## config.mk

```make
export PLATFORM = sky130hd
export DESIGN_NAME = i2c_slave_responder
export DESIGN_NICKNAME = d
export VERILOG_FILES = /design/src/rtl/i2c_resp_pkg.sv /design/src/rtl/i2c_resp_datapath.sv /design/src/rtl/i2c_resp_control.sv /design/src/rtl/i2c_slave_responder.sv
export SDC_FILE = /design/constraint.sdc
export NUM_CORES = 1
export LEC_CHECK = 0
export BUFFER_PORTS_ARGS = -buffer_cell sky130_fd_sc_hd__buf_2
export CAP_MARGIN = 20
export CORE_MARGIN = 2
export CORE_UTILIZATION = 40
export DETAILED_ROUTE_END_ITERATION = 12
export PLACE_DENSITY = 0.59
export REMOVE_ABC_BUFFERS = 1
export SYNTH_ARGS = -nofsm -noshare
export SYNTH_HDL_FRONTEND = slang
export SYNTH_SLANG_ARGS = --single-unit
export TNS_END_PERCENT = 5
```

## constraint.sdc

```tcl
create_clock -name clk -period 5.6 [get_ports clk]
set_clock_uncertainty 0.05 [all_clocks]
set_input_delay 0.56 -clock clk [delete_from_list [all_inputs] [get_ports clk]]
set_output_delay 0.56 -clock clk [all_outputs]
set_load 0.05 [all_outputs]
```

## src/rtl/i2c_resp_pkg.sv

```systemverilog
package i2c_resp_pkg;

  typedef enum logic [3:0] {
    PH_IDLE,
    PH_ADDR,
    PH_ADDR_ACK,
    PH_RX,
    PH_RX_ACK,
    PH_TX,
    PH_TX_ACK,
    PH_TX_END,
    PH_IGNORE
  } phase_t;

  // strobes from control to datapath
  typedef struct packed {
    logic cntClr;
    logic cntInc;
    logic captureRx;
    logic loadTx;
    logic shiftTx;
  } dp_ctrl_t;

  // observations from datapath to control
  typedef struct packed {
    logic startEv;
    logic stopEv;
    logic sclRise;
    logic sclFall;
    logic sclLvl;
    logic sdaLvl;
    logic addrMatch;
    logic rwBit;
    logic byteDone;
    logic txBit;
  } dp_stat_t;

  localparam logic [7:0] STS_NONE      = 8'hF8;
  localparam logic [7:0] STS_ADDR_WR   = 8'h60;
  localparam logic [7:0] STS_RX_ACK    = 8'h80;
  localparam logic [7:0] STS_RX_NACK   = 8'h88;
  localparam logic [7:0] STS_ADDR_RD   = 8'hA8;
  localparam logic [7:0] STS_TX_ACK    = 8'hB8;
  localparam logic [7:0] STS_TX_NACK   = 8'hC0;
  localparam logic [7:0] STS_TX_LAST   = 8'hC8;

endpackage

```

## src/rtl/i2c_resp_datapath.sv

```systemverilog
module i2c_resp_datapath
  import i2c_resp_pkg::*;
#(
  parameter int SYNC_STAGES = 2,
  parameter int BYTE_W      = 8
) (
  input  logic              clk,
  input  logic              rstN,
  input  logic              enable,
  input  logic              sclIn,
  input  logic              sdaIn,
  input  logic [BYTE_W-2:0] ownAddr,
  input  logic [BYTE_W-1:0] txByte,
  input  dp_ctrl_t          ctrl,
  output dp_stat_t          stat,
  output logic [BYTE_W-1:0] rxByte
);

  localparam int CNT_W = $clog2(BYTE_W + 1);

  logic [SYNC_STAGES-1:0] sclPipe;
  logic [SYNC_STAGES-1:0] sdaPipe;
  logic                   sclPrev;
  logic                   sdaPrev;
  logic                   sclLvl;
  logic                   sdaLvl;
  logic [BYTE_W-1:0]      shiftIn;
  logic [BYTE_W-1:0]      txShift;
  logic [CNT_W-1:0]       bitCnt;

  // line synchronizer, depth chosen by parameter
  if (SYNC_STAGES == 1) begin : g_sync_one
    always_ff @(posedge clk or negedge rstN) begin
      if (!rstN) begin
        sclPipe <= '1;
        sdaPipe <= '1;
      end else begin
        sclPipe <= sclIn;
        sdaPipe <= sdaIn;
      end
    end
  end else begin : g_sync_many
    always_ff @(posedge clk or negedge rstN) begin
      if (!rstN) begin
        sclPipe <= '1;
        sdaPipe <= '1;
      end else begin
        sclPipe <= {sclPipe[SYNC_STAGES-2:0], sclIn};
        sdaPipe <= {sdaPipe[SYNC_STAGES-2:0], sdaIn};
      end
    end
  end

  assign sclLvl = sclPipe[SYNC_STAGES-1];
  assign sdaLvl = sdaPipe[SYNC_STAGES-1];

  always_ff @(posedge clk or negedge rstN) begin
    if (!rstN) begin
      sclPrev <= 1'b1;
      sdaPrev <= 1'b1;
    end else begin
      sclPrev <= sclLvl;
      sdaPrev <= sdaLvl;
    end
  end

  // serial bits are shifted in on every rising SCL, addressed or not
  always_ff @(posedge clk or negedge rstN) begin
    if (!rstN) begin
      shiftIn <= '0;
    end else if (sclLvl && !sclPrev) begin
      shiftIn <= {shiftIn[BYTE_W-2:0], sdaLvl};
    end
  end

  always_ff @(posedge clk or negedge rstN) begin
    if (!rstN) begin
      bitCnt  <= '0;
      txShift <= '1;
      rxByte  <= '0;
    end else if (!enable) begin
      bitCnt  <= '0;
      txShift <= '1;
    end else begin
      if (ctrl.cntClr) begin
        bitCnt <= '0;
      end else if (ctrl.cntInc) begin
        bitCnt <= bitCnt + 1'b1;
      end
      if (ctrl.loadTx) begin
        txShift <= txByte;
      end else if (ctrl.shiftTx) begin
        txShift <= {txShift[BYTE_W-2:0], 1'b1};
      end
      if (ctrl.captureRx) begin
        rxByte <= shiftIn;
      end
    end
  end

  always_comb begin
    stat.startEv   = sclLvl && sclPrev && sdaPrev && !sdaLvl;
    stat.stopEv    = sclLvl && sclPrev && !sdaPrev && sdaLvl;
    stat.sclRise   = sclLvl && !sclPrev;
    stat.sclFall   = !sclLvl && sclPrev;
    stat.sclLvl    = sclLvl;
    stat.sdaLvl    = sdaLvl;
    stat.addrMatch = (shiftIn[BYTE_W-1:1] == ownAddr);
    stat.rwBit     = shiftIn[0];
    stat.byteDone  = (bitCnt == CNT_W'(BYTE_W));
    stat.txBit     = txShift[BYTE_W-1];
  end

endmodule

```

## src/rtl/i2c_resp_control.sv

```systemverilog
module i2c_resp_control
  import i2c_resp_pkg::*;
(
  input  logic       clk,
  input  logic       rstN,
  input  logic       enable,
  input  logic       ackEnable,
  input  logic       hostWrEn,
  input  logic       hostWrIntBit,
  input  dp_stat_t   stat,
  output dp_ctrl_t   ctrl,
  output logic       intFlag,
  output logic [7:0] statusCode,
  output logic       sclDriveLow,
  output logic       sdaDriveLow
);

  phase_t phase;
  logic   ackDrive;
  logic   isRead;
  logic   nackPend;
  logic   lastByte;
  logic   ackSeen;
  logic   clearReq;

  assign clearReq = hostWrEn && !hostWrIntBit && intFlag;

  always_comb begin
    ctrl = '0;
    if (stat.startEv) begin
      ctrl.cntClr = 1'b1;
    end else begin
      unique case (phase)
        PH_ADDR: begin
          ctrl.cntInc = stat.sclRise;
        end
        PH_RX: begin
          ctrl.cntInc    = stat.sclRise;
          ctrl.captureRx = stat.sclFall && stat.byteDone;
        end
        PH_TX: begin
          ctrl.cntInc  = stat.sclRise;
          ctrl.shiftTx = stat.sclFall;
          ctrl.loadTx  = clearReq;
        end
        PH_ADDR_ACK, PH_RX_ACK, PH_TX_ACK: begin
          ctrl.cntClr = stat.sclFall;
        end
        default: ;
      endcase
    end
  end

  always_ff @(posedge clk or negedge rstN) begin
    if (!rstN) begin
      phase      <= PH_IDLE;
      ackDrive   <= 1'b0;
      isRead     <= 1'b0;
      nackPend   <= 1'b0;
      lastByte   <= 1'b0;
      ackSeen    <= 1'b0;
      intFlag    <= 1'b0;
      statusCode <= STS_NONE;
    end else if (!enable) begin
      phase      <= PH_IDLE;
      ackDrive   <= 1'b0;
      isRead     <= 1'b0;
      nackPend   <= 1'b0;
      lastByte   <= 1'b0;
      ackSeen    <= 1'b0;
      intFlag    <= 1'b0;
      statusCode <= STS_NONE;
    end else begin
      if (clearReq) begin
        intFlag    <= 1'b0;
        statusCode <= STS_NONE;
        if (phase == PH_TX_END) phase <= PH_IGNORE;
      end
      if (stat.startEv) begin
        phase    <= PH_ADDR;
        ackDrive <= 1'b0;
      end else if (stat.stopEv) begin
        phase    <= PH_IDLE;
        ackDrive <= 1'b0;
      end else begin
        unique case (phase)
          PH_ADDR: begin
            if (stat.sclFall && stat.byteDone) begin
              if (stat.addrMatch && ackEnable) begin
                ackDrive <= 1'b1;
                isRead   <= stat.rwBit;
                phase    <= PH_ADDR_ACK;
              end else begin
                phase <= PH_IGNORE;
              end
            end
          end
          PH_ADDR_ACK: begin
            if (stat.sclFall) begin
              ackDrive   <= 1'b0;
              intFlag    <= 1'b1;
              statusCode <= isRead ? STS_ADDR_RD : STS_ADDR_WR;
              phase      <= isRead ? PH_TX : PH_RX;
            end
          end
          PH_RX: begin
            if (stat.sclFall && stat.byteDone) begin
              ackDrive <= ackEnable;
              nackPend <= !ackEnable;
              phase    <= PH_RX_ACK;
            end
          end
          PH_RX_ACK: begin
            if (stat.sclFall) begin
              ackDrive   <= 1'b0;
              intFlag    <= 1'b1;
              statusCode <= nackPend ? STS_RX_NACK : STS_RX_ACK;
              phase      <= nackPend ? PH_IGNORE : PH_RX;
            end
          end
          PH_TX: begin
            if (clearReq) lastByte <= !ackEnable;
            if (stat.sclFall && stat.byteDone) phase <= PH_TX_ACK;
          end
          PH_TX_ACK: begin
            if (stat.sclRise) ackSeen <= !stat.sdaLvl;
            if (stat.sclFall) begin
              intFlag <= 1'b1;
              if (!ackSeen) begin
                statusCode <= STS_TX_NACK;
                phase      <= PH_TX_END;
              end else if (lastByte) begin
                statusCode <= STS_TX_LAST;
                phase      <= PH_TX_END;
              end else begin
                statusCode <= STS_TX_ACK;
                phase      <= PH_TX;
              end
            end
          end
          default: ;
        endcase
      end
    end
  end

  assign sclDriveLow = intFlag;
  assign sdaDriveLow = ackDrive || ((phase == PH_TX) && !intFlag && !stat.txBit);

endmodule

```

## src/rtl/i2c_slave_responder.sv

```systemverilog
module i2c_slave_responder
  import i2c_resp_pkg::*;
#(
  parameter int SYNC_STAGES = 2,
  parameter int BYTE_W      = 8
) (
  input  logic              clk,
  input  logic              rstN,
  input  logic              hostEnable,
  input  logic              ackEnable,
  input  logic [BYTE_W-2:0] ownAddr,
  input  logic [BYTE_W-1:0] txByte,
  input  logic              hostWrEn,
  input  logic              hostWrIntBit,
  input  logic              sclIn,
  input  logic              sdaIn,
  output logic              sclDriveLow,
  output logic              sdaDriveLow,
  output logic              intFlag,
  output logic [7:0]        statusCode,
  output logic [BYTE_W-1:0] rxByte
);

  dp_ctrl_t dpCtrl;
  dp_stat_t dpStat;
  logic     sclLvlW;

  i2c_resp_datapath #(
    .SYNC_STAGES(SYNC_STAGES),
    .BYTE_W     (BYTE_W)
  ) i_datapath (
    .clk    (clk),
    .rstN   (rstN),
    .enable (hostEnable),
    .sclIn  (sclIn),
    .sdaIn  (sdaIn),
    .ownAddr(ownAddr),
    .txByte (txByte),
    .ctrl   (dpCtrl),
    .stat   (dpStat),
    .rxByte (rxByte)
  );

  i2c_resp_control i_control (
    .clk         (clk),
    .rstN        (rstN),
    .enable      (hostEnable),
    .ackEnable   (ackEnable),
    .hostWrEn    (hostWrEn),
    .hostWrIntBit(hostWrIntBit),
    .stat        (dpStat),
    .ctrl        (dpCtrl),
    .intFlag     (intFlag),
    .statusCode  (statusCode),
    .sclDriveLow (sclDriveLow),
    .sdaDriveLow (sdaDriveLow)
  );

  assign sclLvlW = dpStat.sclLvl;

endmodule

```

## Yosys cells after proc, flatten, opt, wreduce, memory -nomap -nowiden

Cells that the tools add are included.

| cells by class | value |
|---|---|
| add/subtract/negate cells | 1 |
| muxes and demuxes | 76 |
| reduce and logical (&&, ||, !) cells | 31 |
| eq/ne operators | 26 |

Operators by type and width:

| operator | number |
|---|---|
| $mux W8 | 12 |
| $mux W4 | 19 |
| $mux W1 | 38 |
| $pmux W4 S6 | 1 |
| $pmux W8 S3 | 1 |
| $eq A4 B3 Y1 const B | 4 |
| $ne A2 B1 Y1 const B | 8 |
| $ne A5 B4 Y1 const B | 3 |
| $logic_and A1 B1 Y1 | 13 |
| $reduce_and A4 Y1 | 3 |
| $reduce_and A5 Y1 | 2 |
| $eq A4 B2 Y1 const B | 2 |
| $logic_not A1 Y1 | 8 |
| $eq A7 B7 Y1 | 1 |
| $mux W7 | 1 |
| $ne A3 B1 Y1 const B | 2 |
| $ne A6 B2 Y1 const B | 1 |
| $reduce_or A3 Y1 | 2 |
| $ne A5 B2 Y1 const B | 1 |
| $add A4 B1 Y4 const B | 1 |
| $eq A4 B1 Y1 const B | 1 |
| $eq A4 B4 Y1 const B | 1 |
| $mux W2 | 2 |
| $ne A2 B2 Y1 const B | 2 |
| other kinds (5) | 5 |

| storage, ports and cells | value |
|---|---|
| output and inout port bits | 19 |
| register bits after elaboration | 52 |

## Longest topological paths before layout

| depth | value |
|---|---|
| word-level depth | 9 |
| depth in mapped cells | 7 |
| mapped depth without buffers | 7 |

## Hierarchy

Synthesis repeated with hierarchy kept, for this count alone.

| second synthesis, totals | value |
|---|---|
| cells, all modules | 257 |
| area total of the unflattened synthesis | 2805.2 sq um |

Modules (own cells, without submodules):

| module | sequential area each (sq um) | instances | area an instance (sq um) | cells each |
|---|---|---|---|---|
| i2c_resp_datapath | 868.3 | 1 | 1556.5 | 115 |
| i2c_resp_control | 456.7 | 1 | 1248.7 | 142 |

## Least setup slack after synthesis

Ideal clock, no wire load.

| timing path | value |
|---|---|
| path type | flip-flop to output port |
| start point | reg i_control.phase[1] |
| end point | out sdaDriveLow |
| cell stages (with the launch flop) | 4 |
| required time | 4.990 ns |
| buffers on the path | 1 |
| arrival | 2.432 ns |
| setup slack | 2.558 ns |
| cell sequence | dfrtp_1 > clkbuf_1 > nand2b_1 > o41ai_1 |

| between the ends | value |
|---|---|
| word-level cells in the longest chain between the ends | 4 |

Ends and longest elaborated chain:

| item | RTL line | text |
|---|---|---|
| from (decl) | i2c_resp_control.sv:18 | `phase_t phase;` |
| from (signal assigned) | i2c_resp_control.sv:103 | `phase <= isRead ? PH_TX : PH_RX;` |
| from (signal assigned) | i2c_resp_control.sv:118 | `phase <= nackPend ? PH_IGNORE : PH_RX;` |
| $eq A4 B3 Y1 | i2c_resp_control.sv:148 | `assign sdaDriveLow = ackDrive \|\| ((phase == PH_TX) && !intFlag && !stat.txBit);` |
| $logic_and A1 B1 Y1 (2 in series) | i2c_resp_control.sv:148 |  |
| $logic_or A1 B1 Y1 | i2c_resp_control.sv:148 |  |
| to (decl) | i2c_slave_responder.sv:18 | `output logic sdaDriveLow,` |

No other way between the ends.

## Final worst setup path

| timing path | value |
|---|---|
| start point | reg i_control.phase[2] |
| end point | out sdaDriveLow |

Same word-level chain as after synthesis.

==> flow_summary.json <==
{
  "status": "complete, no violations",
  "final_hold_viol_count": 0,
  "wl_met3_um": 172,
  "route.vias.total": 2035,
  "endpoint_kind": "output pin",
  "ir_worst_vdd_v": 0.000136,
  "holdWs_ns": 0.288,
  "worstSetupStartpointType": "register",
  "synth_edf_count": 0,
  "grt_pass1_wl_um": 9690,
  "p_comb_frac": 0.116,
  "pwr-share-clk": 0.312,
  "synth-async-reset-ratio": 1.00,
  "rsz0062_at_grt": "no",
  "die_w_um": 86.1,
  "ant_nets": 0,
  "ctsResizeCount": 0,
  "mostFrequentLayoutCells": "41 x buf_2, 35 x nand2_1, 33 x dfrtp_1, 23 x nor2_1, 23 x a21oi_1",
  "place_congestion": 0.851,
  "die-area_um2": 7410,
  "route.detailed.drc": 0,
  "core_region_area_um2": 6420,
  "synth.mux.area_fraction": 0.0748,
  "dr.pass1.iters": 4,
  "synthCells": 278,
  "syn2layout_area_growth_pct": 12.5,
  "cp_max_fo": 31,
  "synth.ff_latch_count": 52,
  "max_stage_delay_ns": 0.88,
  "max_cap_viol_count": 0,
  "synth_simple_gate_area_share": 0.207,
  "switching_power_w": 0.000207,
  "ios": 42,
  "cts_tree": "yes",
  "track_usage": 0.167,
  "drt_iter0_drc": 138,
  "met1_length_um": 2880,
  "path_class": "register to output pin",
  "finalNetCount": 336,
  "start_util": 0.419,
  "grt_pass1_vias": 1956,
  "synth_fa_ha_area_frac": 0.00929,
  "max_slew.worst_pin.slew_ns": 0.804,
  "htree_levels": 2,
  "drive_above_1_share": 0.272,
  "yosysWarnings": 0,
  "portBuffers": 41,
  "route.top_layer_used": "met4",
  "numCtsBuffers": 5,
  "ys_dominant_reg_cell": "dfrtp_1",
  "cp.arrival_ns": 2.18,
  "syn_area_per_cell_um2": 9.69,
  "wl_met2_um": 2760,
  "setup_tns_ns": 0,
  "final_common_cell": "buf_2",
  "vias_per_cell": 5.23,
  "drt-total-wl_um": 5840,
  "cts_num_sinks": 52,
  "synth-xor-area-share": 0.0358,
  "p_leak_nw": 1.41,
  "clk_pin_slew_worst_paths_ns": 0.10,
  "grt_max_degree": 53,
  "row_count": 29,
  "drv_slew": 0,
  "crit_chain": "nand2b_1 > o41ai_1 > buf_2",
  "power_frac_seq": 0.572,
  "grt_antenna_before_repair": 0,
  "fmax_ghz": 0.359,
  "post_cts_buffers": 0,
  "place_hpwl_um": 4140,
  "seq_area_frac_synth": 0.492,
  "holdBufCountCts": 0,
  "grt_overflow": 0,
  "hp-class": "primary input to register",
  "cp_slowest_cell": "dfrtp_1",
  "wl_per_cell_um": 15.0,
  "synth_top_family_by_area": "simple AND/OR/NAND/NOR gates",
  "cts-root-buf": "clkbuf_8",
  "min_period_ns": 2.79,
  "diodes": 0,
  "fp.dieH_um": 86.1,
  "worstPathRequired_ns": 4.99,
  "syn-cell-area_um2": 2690,
  "synth_compound_area_frac": 0.144,
  "clk_latency_ns": 0.31,
  "cts_buffer_depth": 2,
  "power.density_nw_per_um2": 240,
  "switching_share": 0.284,
  "setup_violations": 0,
  "slew_headroom": 0.464,
  "p_int_w": 0.000521,
  "ys_types": 47,
  "post-route-period-util": 0.498
}
-- cell usage after synthesis, types with 5 or more instances --
master	count	share of area
nand2_1	35	0.049
xnor2_1	8	0.026
nand2b_1	9	0.021
inv_1	9	0.013
nor2_1	23	0.032
dfrtp_1	33	0.31
clkbuf_1	14	0.020
nor3_1	5	0.0093
o21ai_0	15	0.028
a21oi_1	23	0.043
mux2_2	9	0.038
dfstp_2	19	0.19
a211oi_1	6	0.017
nand3_1	5	0.0093
mux2i_1	10	0.037
-- cell families (layout without fill, tap and decap cells) --
logic type / Yosys count / after routing
AOI/OAI and AO/OA: 62 / 62
buffers and inverters: 25 / 59
xor gates and xnor gates: 11 / 11
muxes: 19 / 19
adders and majority gates: 2 / 2
and+or+nand+nor: 107 / 107
DFF: 52 / 52
-- final timing paths --
kind / depth (start not counted) / end / startpoint / slack (ns)
min: 1 / i_datapath.sclPipe[0] / sclIn / 0.29
max: 3 / sdaDriveLow / i_control.phase[2] / 2.81
max reg2reg: 5 / i_datapath.rxByte[5] / i_datapath.sclPrev / 3.25
min in group asynchronous: 2 / i_datapath.rxByte[5] / rstN / 0.30
max in group asynchronous: 2 / i_control.statusCode[1] / rstN / 4.76
min reg2reg: 0 / i_datapath.sdaPipe[1] / i_datapath.sdaPipe[0] / 0.31
-- flip-flops by register name, indices dropped and copies added (netlist names), 2 cells and up --
name,count
i_control.phase,4
i_control.statusCode,8
i_datapath.bitCnt,4
i_datapath.rxByte,8
i_datapath.sclPipe,2
i_datapath.sdaPipe,2
i_datapath.shiftIn,8
i_datapath.txShift,8
-- power groups by stage --
stage | logic (W) | clock network [W] | registers [W]
global placement | 0.0000854 | 0 | 0.000423
global route | 0.0000950 | 0.000250 | 0.000419
detailed placement | 0.0000859 | 0 | 0.000423
CTS | 0.0000862 | 0.000236 | 0.000417
floorplan | 0.0000507 | 0 | 0.000421
finish | 0.0000844 | 0.000227 | 0.000416
-- through the flow --
step / power (W) / utilization / instances / setup WS (ns) / instance area, um^2
detailed placement: 0.000509 / 0.457 / 381 / 3.21 / 2940
floorplan: 0.000472 / - / 262 / 2.42 / 2630
global placement: 0.000509 / 0.457 / 381 / 3.28 / 2940
global route: 0.000764 / 0.472 / 389 / 2.64 / 3030
CTS: 0.000738 / 0.472 / 389 / 2.84 / 3030
finish: 0.000727 / 0.472 / 389 / 2.81 / 3030
-- area by class of cell --
cell class | instances | area, um^2
Fill cell | 650 | 3390
Sequential cell | 52 | 1330
Multi-Input combinational cell | 201 | 1270
Timing Repair Buffer | 42 | 213
Tap cell | 77 | 96.3
Clock buffer | 5 | 68.8
Inverter | 9 | 33.8
Clock inverter | 3 | 26.3
-- routing by layer --
metal	vias up	track usage
met5	-	0
met4	0	0.0476
met3	2	0.0289
met2	32	0.255
met1	958	0.245
li1	1043	-
-- worst max-delay path: cells and delay by family (launching register included) --
family                 cells  cell delay, ns
flip-flops                 1            0.88
buffers and inverters      1            0.34
AND/OR/NAND/NOR            1            0.25
AO/OA/AOI/OAI              1            0.39
Power figures use the tool's default switching activity.
